==> src/rtl/lit_pkg.sv <==
`timescale 1ns/1ps
package lit_pkg;
  localparam int LVT_N    = 6;
  localparam int ADDR_W   = 3;
  localparam int PRE_W    = 7;
  localparam logic [ADDR_W-1:0] A_DIV  = 3'd6;
  localparam logic [ADDR_W-1:0] A_INIT = 3'd7;
  localparam int MASK_BIT = 16;
  localparam int MODE_BIT = 17;

  // log2 of the divide ratio for a 3-bit divide field
  function automatic logic [2:0] div_shift(input logic [2:0] field);
    return field + 3'd1;
  endfunction
endpackage

==> src/rtl/lit_prescaler.sv <==
`timescale 1ns/1ps
module lit_prescaler import lit_pkg::*; #(
  parameter int PW = PRE_W
) (
  input  logic       clk,
  input  logic       rst_n,
  input  logic       run,
  input  logic       restart,
  input  logic [2:0] div_field,
  output logic       tick
);
  logic [PW:0]   full;
  logic [PW-1:0] limit;
  logic [PW-1:0] cnt_q, cnt_d;

  always_comb begin
    full  = (PW+1)'(1) << div_shift(div_field);
    limit = PW'(full - (PW+1)'(1));
    tick  = run && !restart && (cnt_q == limit);
    if (restart || !run)     cnt_d = '0;
    else if (cnt_q == limit) cnt_d = '0;
    else                     cnt_d = cnt_q + 1'b1;
  end

  always_ff @(posedge clk or negedge rst_n) begin
    if (!rst_n) cnt_q <= '0;
    else        cnt_q <= cnt_d;
  end
endmodule

==> src/rtl/lit_down_counter.sv <==
`timescale 1ns/1ps
module lit_down_counter #(
  parameter int CNT_W = 32
) (
  input  logic             clk,
  input  logic             rst_n,
  input  logic             load,
  input  logic [CNT_W-1:0] load_val,
  input  logic             tick,
  input  logic             periodic,
  output logic [CNT_W-1:0] count,
  output logic             expire
);
  logic [CNT_W-1:0] init_q, init_d, cnt_q, cnt_d;

  always_comb begin
    init_d = init_q;
    cnt_d  = cnt_q;
    expire = 1'b0;
    if (load) begin
      init_d = load_val;
      cnt_d  = load_val;
    end else if (tick && cnt_q != '0) begin
      if (cnt_q == CNT_W'(1)) begin
        expire = 1'b1;
        cnt_d  = periodic ? init_q : '0;
      end else begin
        cnt_d = cnt_q - 1'b1;
      end
    end
  end

  always_ff @(posedge clk or negedge rst_n) begin
    if (!rst_n) begin
      init_q <= '0;
      cnt_q  <= '0;
    end else begin
      init_q <= init_d;
      cnt_q  <= cnt_d;
    end
  end

  assign count = cnt_q;
endmodule

==> src/rtl/lit_pending.sv <==
`timescale 1ns/1ps
module lit_pending #(
  parameter int PEND_W = 4
) (
  input  logic              clk,
  input  logic              rst_n,
  input  logic              clr,
  input  logic              inc,
  input  logic              dec,
  output logic [PEND_W-1:0] cnt
);
  logic [PEND_W-1:0] cnt_q, cnt_d;

  always_comb begin
    cnt_d = cnt_q;
    if (clr)                                 cnt_d = '0;
    else if (inc && !dec && cnt_q != '1)     cnt_d = cnt_q + 1'b1;
    else if (dec && !inc && cnt_q != '0)     cnt_d = cnt_q - 1'b1;
  end

  always_ff @(posedge clk or negedge rst_n) begin
    if (!rst_n) cnt_q <= '0;
    else        cnt_q <= cnt_d;
  end

  assign cnt = cnt_q;
endmodule

==> src/rtl/lit_lvt_bank.sv <==
`timescale 1ns/1ps
module lit_lvt_bank import lit_pkg::*; #(
  parameter int N = LVT_N,
  parameter int AW = ADDR_W
) (
  input  logic          clk,
  input  logic          rst_n,
  input  logic          wr,
  input  logic [AW-1:0] wr_idx,
  input  logic [7:0]    wr_vec,
  input  logic          wr_mask,
  input  logic          wr_mode,
  input  logic          sw_en,
  output logic [N-1:0]  mask_o,
  output logic [7:0]    tmr_vec,
  output logic          tmr_mode
);
  for (genvar i = 0; i < N; i++) begin : g_ent
    logic hit;
    logic mask_q, mask_d;
    assign hit = wr && (wr_idx == AW'(i));

    always_comb begin
      mask_d = mask_q;
      if (hit)         mask_d = wr_mask | !sw_en;
      else if (!sw_en) mask_d = 1'b1;
    end

    always_ff @(posedge clk or negedge rst_n) begin
      if (!rst_n) mask_q <= 1'b1;
      else        mask_q <= mask_d;
    end
    assign mask_o[i] = mask_q;

    if (i == 0) begin : g_tmr
      logic [7:0] vec_q, vec_d;
      logic       mode_q, mode_d;
      always_comb begin
        vec_d  = hit ? wr_vec  : vec_q;
        mode_d = hit ? wr_mode : mode_q;
      end
      always_ff @(posedge clk or negedge rst_n) begin
        if (!rst_n) begin
          vec_q  <= '0;
          mode_q <= 1'b0;
        end else begin
          vec_q  <= vec_d;
          mode_q <= mode_d;
        end
      end
      assign tmr_vec  = vec_q;
      assign tmr_mode = mode_q;
    end
  end
endmodule

==> src/rtl/lit_timer.sv <==
`timescale 1ns/1ps
module lit_timer import lit_pkg::*; #(
  parameter int CNT_W  = 32,
  parameter int PEND_W = 4
) (
  input  logic              clk,
  input  logic              rst_n,
  input  logic              wr_en,
  input  logic [ADDR_W-1:0] wr_addr,
  input  logic [31:0]       wr_data,
  input  logic              sw_en,
  input  logic              irq_ack,
  output logic              irq_req,
  output logic [7:0]        irq_vector,
  output logic [CNT_W-1:0]  cur_count,
  output logic [PEND_W-1:0] pend_count,
  output logic [LVT_N-1:0]  lvt_mask
);
  logic       wr_div, wr_init, wr_lvt;
  logic [2:0] div_q, div_d;
  logic       tick, expire, periodic;

  always_comb begin
    wr_div  = wr_en && (wr_addr == A_DIV);
    wr_init = wr_en && (wr_addr == A_INIT);
    wr_lvt  = wr_en && (int'(wr_addr) < LVT_N);
    div_d   = wr_div ? {wr_data[3], wr_data[1:0]} : div_q;
  end

  always_ff @(posedge clk or negedge rst_n) begin
    if (!rst_n) div_q <= '0;
    else        div_q <= div_d;
  end

  lit_lvt_bank #(.N(LVT_N), .AW(ADDR_W)) u_lvt (
    .clk(clk), .rst_n(rst_n), .wr(wr_lvt), .wr_idx(wr_addr),
    .wr_vec(wr_data[7:0]), .wr_mask(wr_data[MASK_BIT]),
    .wr_mode(wr_data[MODE_BIT]), .sw_en(sw_en),
    .mask_o(lvt_mask), .tmr_vec(irq_vector), .tmr_mode(periodic)
  );

  lit_prescaler #(.PW(PRE_W)) u_pre (
    .clk(clk), .rst_n(rst_n), .run(cur_count != '0),
    .restart(wr_div || wr_init), .div_field(div_q), .tick(tick)
  );

  lit_down_counter #(.CNT_W(CNT_W)) u_cnt (
    .clk(clk), .rst_n(rst_n), .load(wr_init), .load_val(wr_data[CNT_W-1:0]),
    .tick(tick), .periodic(periodic), .count(cur_count), .expire(expire)
  );

  lit_pending #(.PEND_W(PEND_W)) u_pend (
    .clk(clk), .rst_n(rst_n), .clr(wr_init || !sw_en), .inc(expire),
    .dec(irq_req && irq_ack), .cnt(pend_count)
  );

  assign irq_req = !lvt_mask[0] && (pend_count != '0);
endmodule

==> config.mk <==
export PLATFORM = sky130hd
export DESIGN_NAME = lit_timer
export DESIGN_NICKNAME = d
export VERILOG_FILES = /design/src/rtl/lit_pkg.sv /design/src/rtl/lit_prescaler.sv /design/src/rtl/lit_down_counter.sv /design/src/rtl/lit_pending.sv /design/src/rtl/lit_lvt_bank.sv /design/src/rtl/lit_timer.sv
export SDC_FILE = /design/constraint.sdc
export NUM_CORES = 1
export LEC_CHECK = 0
export ABC_CLOCK_PERIOD_IN_PS = 6000
export BUFFER_PORTS_ARGS = -buffer_cell sky130_fd_sc_hd__buf_4
export CAP_MARGIN = 15
export CORE_ASPECT_RATIO = 2
export CORE_UTILIZATION = 60
export DETAILED_ROUTE_END_ITERATION = 8
export MAX_ROUTING_LAYER = met4
export PLACE_DENSITY = 0.83
export SYNTH_ARGS = -nofsm -noshare
export SYNTH_HDL_FRONTEND = slang
export SYNTH_SLANG_ARGS = --single-unit
==> constraint.sdc <==
create_clock -name clk -period 6 [get_ports clk]
set_input_delay 0.6 -clock clk [delete_from_list [all_inputs] [get_ports clk]]
set_output_delay 0.6 -clock clk [all_outputs]
set_load 0.01 [all_outputs]
* Word level (Yosys, flattened, before mapping) *
Cells that the tools add are included.
W data, S select, Z words.

cells by class
  bitwise gates (word level) = 1
  shifts and indexed selects = 1
  order comparisons = 1
  divide/modulo/power cells = 0
  $mul = 0
  mux-type cells = 19
  add/subtract/negate cells = 6
  reduce and logical (&&, ||, !) cells = 32
  eq/ne operators = 16

operators with widths
  operator                 number
  $mux W32                 4
  $eq A32 B1 Y1 const B    1
  $reduce_bool A32 Y1      1
  $sub A32 B1 Y32 const B  1
  $logic_and A1 B1 Y1      18
  $mux W7                  2
  $eq A3 B3 Y1 const B     4
  $mux W4                  3
  $ne A2 B1 Y1 const B     6
  $mux W1                  10
  $add A7 B1 Y7 const B    1
  $eq A7 B7 Y1             1
  $shl A1 B3 Y7 const A    1
  $sub A7 B1 Y7 const B    1
  $eq A3 B2 Y1 const B     2
  $logic_not A1 Y1         6
  $add A4 B1 Y4 const B    1
  $ne A4 B4 Y1 const B     1
  $reduce_bool A4 Y1       1
  $sub A4 B1 Y4 const B    1
  $add A3 B1 Y3 const B    1
  $eq A3 B1 Y1 const B     1
  $logic_not A3 Y1         1
  $logic_or A1 B1 Y1       3
  4 further kinds          4

word-level totals
  bits in read-only memories = 0
  bits in latches = 0
  bits in registers = 93
  memory bits (writable) = 0
  memories kept = 0
  logic and storage cells = 89
  input bits = 40

* Logic depth before layout (Yosys ltp) *
  depth in word-level cells = 15
  depth in mapped cells = 18
  gate-level depth less buffers = 16

* Cells and area by module *
Synthesis repeated with hierarchy kept, for this count alone.

unflattened totals
  cells, all modules = 601
  area total of the unflattened synthesis = 5699.2 µm²

by module, submodules not included
  module            instances  sequential area each (µm²)  cells each  area each (µm²)
  lit_down_counter  1          1601.5                      422         3791.1
  lit_lvt_bank      1          382.9                       50          711.9
  lit_prescaler     1          175.2                       72          609.3
  lit_pending       1          100.1                       32          329.1
  lit_timer         1          75.1                        25          257.7

* Worst setup path after synthesis *
OpenSTA, ideal clock, no wires.

  path type = register to register
  start = register div_q[0]
  end = register u_pend.cnt_q[3] (netlist: u_pend.cnt[3])
  data required time = 5921 ps
  cell stages (with the launch flop) = 19
  setup slack = 2190 ps
  data arrival time = 3730 ps
  path buffers = 2
  period minus slack after synthesis = 3810 ps
  cells stage by stage = dfrtp_1 -> clkbuf_1 -> and2_1 -> ha_1 -> clkbuf_1 -> nand2_1 -> ha_1 -> xor2_1 -> xnor2_1 -> nor3_1 -> nand3_1 -> nor3_1 -> nand3b_2 -> ha_1 -> a21o_1 -> a21oi_1 -> and3_1 -> o2bb2ai_1 -> mux2i_1

on the way
  longest elaborated chain between the ends = 12

ends and longest elaborated chain
  element                                                  line                                  text
  from (decl)                                              lit_timer.sv:20                       logic [2:0] div_q, div_d;
  from (signal assigned)                                   lit_timer.sv:32                       else div_q <= div_d;
  $add A3 B1 Y3 *                                          lit_pkg.sv:13                         return field + 3'd1;
  $shl A1 B3 Y7 *                                          lit_prescaler.sv:17                   full = (PW+1)'(1) << div_shift(div_field);
  $sub A7 B1 Y7 *                                          lit_prescaler.sv:18                   limit = PW'(full - (PW+1)'(1));
  $eq A7 B7 Y1 *                                           lit_prescaler.sv:19                   tick = run && !restart && (cnt_q == limit);
  $logic_and A1 B1 Y1 *                                    lit_prescaler.sv:19
  $logic_and A1 B1 Y1 *                                    lit_down_counter.sv:23                end else if (tick && cnt_q != '0) begin
  $mux W1 *                                                lit_down_counter.sv:23
  $mux W1 *                                                lit_down_counter.sv:20                if (load) begin
  $logic_and A1 B1 Y1 or $logic_not A1 Y1 (tied branches)  lit_pending.sv:17, lit_pending.sv:18
  $logic_and A1 B1 Y1, on equally long branches            lit_pending.sv:17, lit_pending.sv:18
  $mux W4 or $logic_and A1 B1 Y1 (tied branches)           lit_pending.sv:17, lit_pending.sv:18
  $mux W4 or $reduce_bool A3 Y1 (tied branches)            n/a
  to (signal assigned)                                     lit_pending.sv:23                     else cnt_q <= cnt_d;
  to (decl)                                                lit_pending.sv:12                     logic [PEND_W-1:0] cnt_q, cnt_d;

Mark *: on every way between the ends. The rest lies on a longest branch, timed or not.
A chain may end at the register's enable or synchronous reset.

* Worst setup path after layout *
  start = register div_q[1]
  end = register u_pend.cnt_q[3] (netlist: u_pend.cnt[3])

Same word-level chain as after synthesis.

==> impl_metrics.tcl <==
set metrics [dict create \
    status "finished clean" \
    via_per_inst 6.26 \
    root_buffer "clkbuf_16" \
    avgSynthCellArea_um2 8.51 \
    slew_viol_final 0 \
    clk-insertion-delay-late_ps 350 \
    synth_most_common_cell "nand2_1" \
    r2r_start "div_q[1]" \
    grt_max_degree 73 \
    synth_fp_nets 666 \
    routed_wl_um 14000 \
    clock_tree.buffer_depth 2 \
    postCtsSetupBuffers 0 \
    worstPathRequired_ps 6260 \
    grt_pass1_vias 4815 \
    portBuffers 90 \
    power_mw 2.23 \
    period_needed_ps 4370 \
    die_area_mm2 0.00915 \
    setup_tns_ps 0 \
    drc 0 \
    vias 4916 \
    die_y_um 134 \
    startpoint "div_q[1]" \
    die_x_um 68.1 \
    drive_above_1_share 0.207 \
    maxCapViolCount 0 \
    pin_count 91 \
    hold_violations 0 \
    async_reset_ff_frac 1.00 \
    cts_buffers 9 \
    syn2layout_area_growth_pct 18.3 \
    post-route-period-util 0.728 \
    setup_viol 0 \
    synth_cell_types 62 \
    synth-seq-area-share 0.445 \
    yosys-top-cells-area "dfrtp_1, nand2_1, nand3_1, o21ai_0, nor2_1" \
    finalNetCount 729 \
    vdd_drop_max_v 0.000249 \
    cts_resized 0 \
    avgRoutedWirePerCell_um 17.8 \
    path_class "flop to flop" \
    grt_pass1_wl_um 22500 \
    yosysTopAreaCellShare 0.415 \
    drtIter0Drc 349 \
    ys_warn_count 0 \
    rsz0062_at_grt "false" \
    fin_skew_ps 7.81 \
    hold_class "input pin to async pin" \
    p_per_area_mw_per_mm2 359 \
    tightest_slew_ps 1010 \
    initial_core_util 0.616 \
    cts_num_sinks 93 \
    synthCells 617 \
    diodes 0 \
    routabilityCongestion 0.894 \
    ys.flop_type "dfrtp_1" \
    synthTopCellsByCount "nand2_1, dfrtp_1, nor2_1" \
    grt_overflow 0 \
    rows 48 \
    critPathLaunchType "flop" \
    ant_nets 0 \
    first_pass_iters 6 \
    syn-cell-area_mm2 0.00525 \
    grtUsageTotal 0.338 \
    synth_edf_count 0 \
    critical_path_peak_fanout 11 \
    yosys_register_bits 93 \
    antenna_found_initial 0 \
    final_util 0.728 \
    dp.cells 769 \
    path_clk_slew_ps 70 \
    hold_ws_ps 138 \
    core_area_mm2 0.00853 \
    tritoncts "done" \
    hold_buffers 0 \
    yosysTopAreaCell "dfrtp_1" \
    cp.arrival_ps 4620 \
    dp_hpwl_um 9690 \
    fmax_mhz 229 \
    htreeDepth 3 \
    leakage_nw 2.82 \
    maxSlewHeadroom 0.327 \
    final_cells 785 \
    critPathCaptureType "flop" \
]
## cell usage in the layout, fill, tap and decap left out, types with 3 or more instances in the layout
master	instances
nand2_1	130
buf_4	95
nand3b_1	3
nand2b_1	4
nor2_1	46
xnor2_1	12
xor2_1	9
o21ai_0	36
or2_2	4
mux2i_1	9
inv_1	13
dfstp_2	6
o21ai_1	28
and2_1	5
nor4_1	7
a21oi_1	29
mux2_2	10
o211ai_1	12
and3_1	4
o31ai_1	4
o22ai_1	5
nand3_1	38
dfrtp_1	87
o311ai_0	4
a31oi_1	6
clkbuf_16	9
nor3_1	9
or3_1	4
ha_1	8
## stage by stage
stage	area [um2]	setup slack (ps)
after floorplan	5250	2190
after global placement	5880	2050
after detailed placement	5880	1710
after CTS	6210	1680
after global routing	6210	1310
final	6210	1630
## state kept, by name (all words and copies together) (netlist names)
signal and cells:
div_q 3, u_pend.cnt 4, u_pre.cnt_q 7, u_cnt.count 32, u_lvt.tmr_vec 8, u_cnt.init_q 32, u_lvt.tmr_mode 1, u_lvt.g_ent.mask_q 6
## cell type report
class | count | area [um2]
multi-input combinational | 468 | 2660
clock inverter | 4 | 70.1
inverter | 13 | 48.8
clock buffer | 12 | 256
timing repair buffer | 95 | 713
tap | 100 | 125
fill | 679 | 2320
sequential | 93 | 2330
## critical path, stage by stage (launching register included)
cell,delay (ps)
dfrtp_1,490
and2_1,220
ha_1,430
nand2_1,90
ha_1,230
xor2_1,160
xnor2_1,140
nor3_1,190
nand3_1,100
nor3_1,710
nand3b_2,230
ha_1,340
a21o_1,180
a21oi_1,240
and3_1,190
o2bb2ai_1,120
mux2i_1,220
## cells by family (layout without fill, tap and decap cells)
kind of cell | Yosys count | in the layout | synth area share
AND/OR/NAND/NOR | 270 | 270 | 0.236
AO/OA/AOI/OAI | 149 | 149 | 0.172
flip-flops | 93 | 93 | 0.445
buffers and inverters | 56 | 124 | 0.0508
XOR/XNOR | 21 | 21 | 0.0350
multiplexers | 19 | 19 | 0.0386
adder cells (fa/ha/maj) | 9 | 9 | 0.0229
## report_power, final
part	internal, mW	leakage (nW)	switching, mW
combinational	0.319	1.51	0.327
sequential	0.773	1.15	0.189
clock	0.387	0.163	0.237
## final timing paths
path / slack [ps] / cells past startpoint / to
worst max register to register: 1630 / 16 / u_pend.cnt[3]
worst max-delay path: 1630 / 16 / u_pend.cnt[3]
min in group clk: 450 / 3 / u_cnt.init_q[25]
max in group asynchronous: 4640 / 2 / u_cnt.init_q[4]
worst min register to register: 460 / 2 / u_cnt.init_q[24]
worst min-delay path: 140 / 1 / u_cnt.count[6]
## layer usage
metal  vias to the layer above  share of wire  wire length, um  track usage
li1                       2280              -                -            -
met1                      2386           0.36             5000        0.363
met2                       202           0.55             7660        0.564
met3                        48          0.055              774       0.0519
met4                         0          0.041              573        0.198
met5                         -              0                0            -
(Power assumes the default switching activity.)
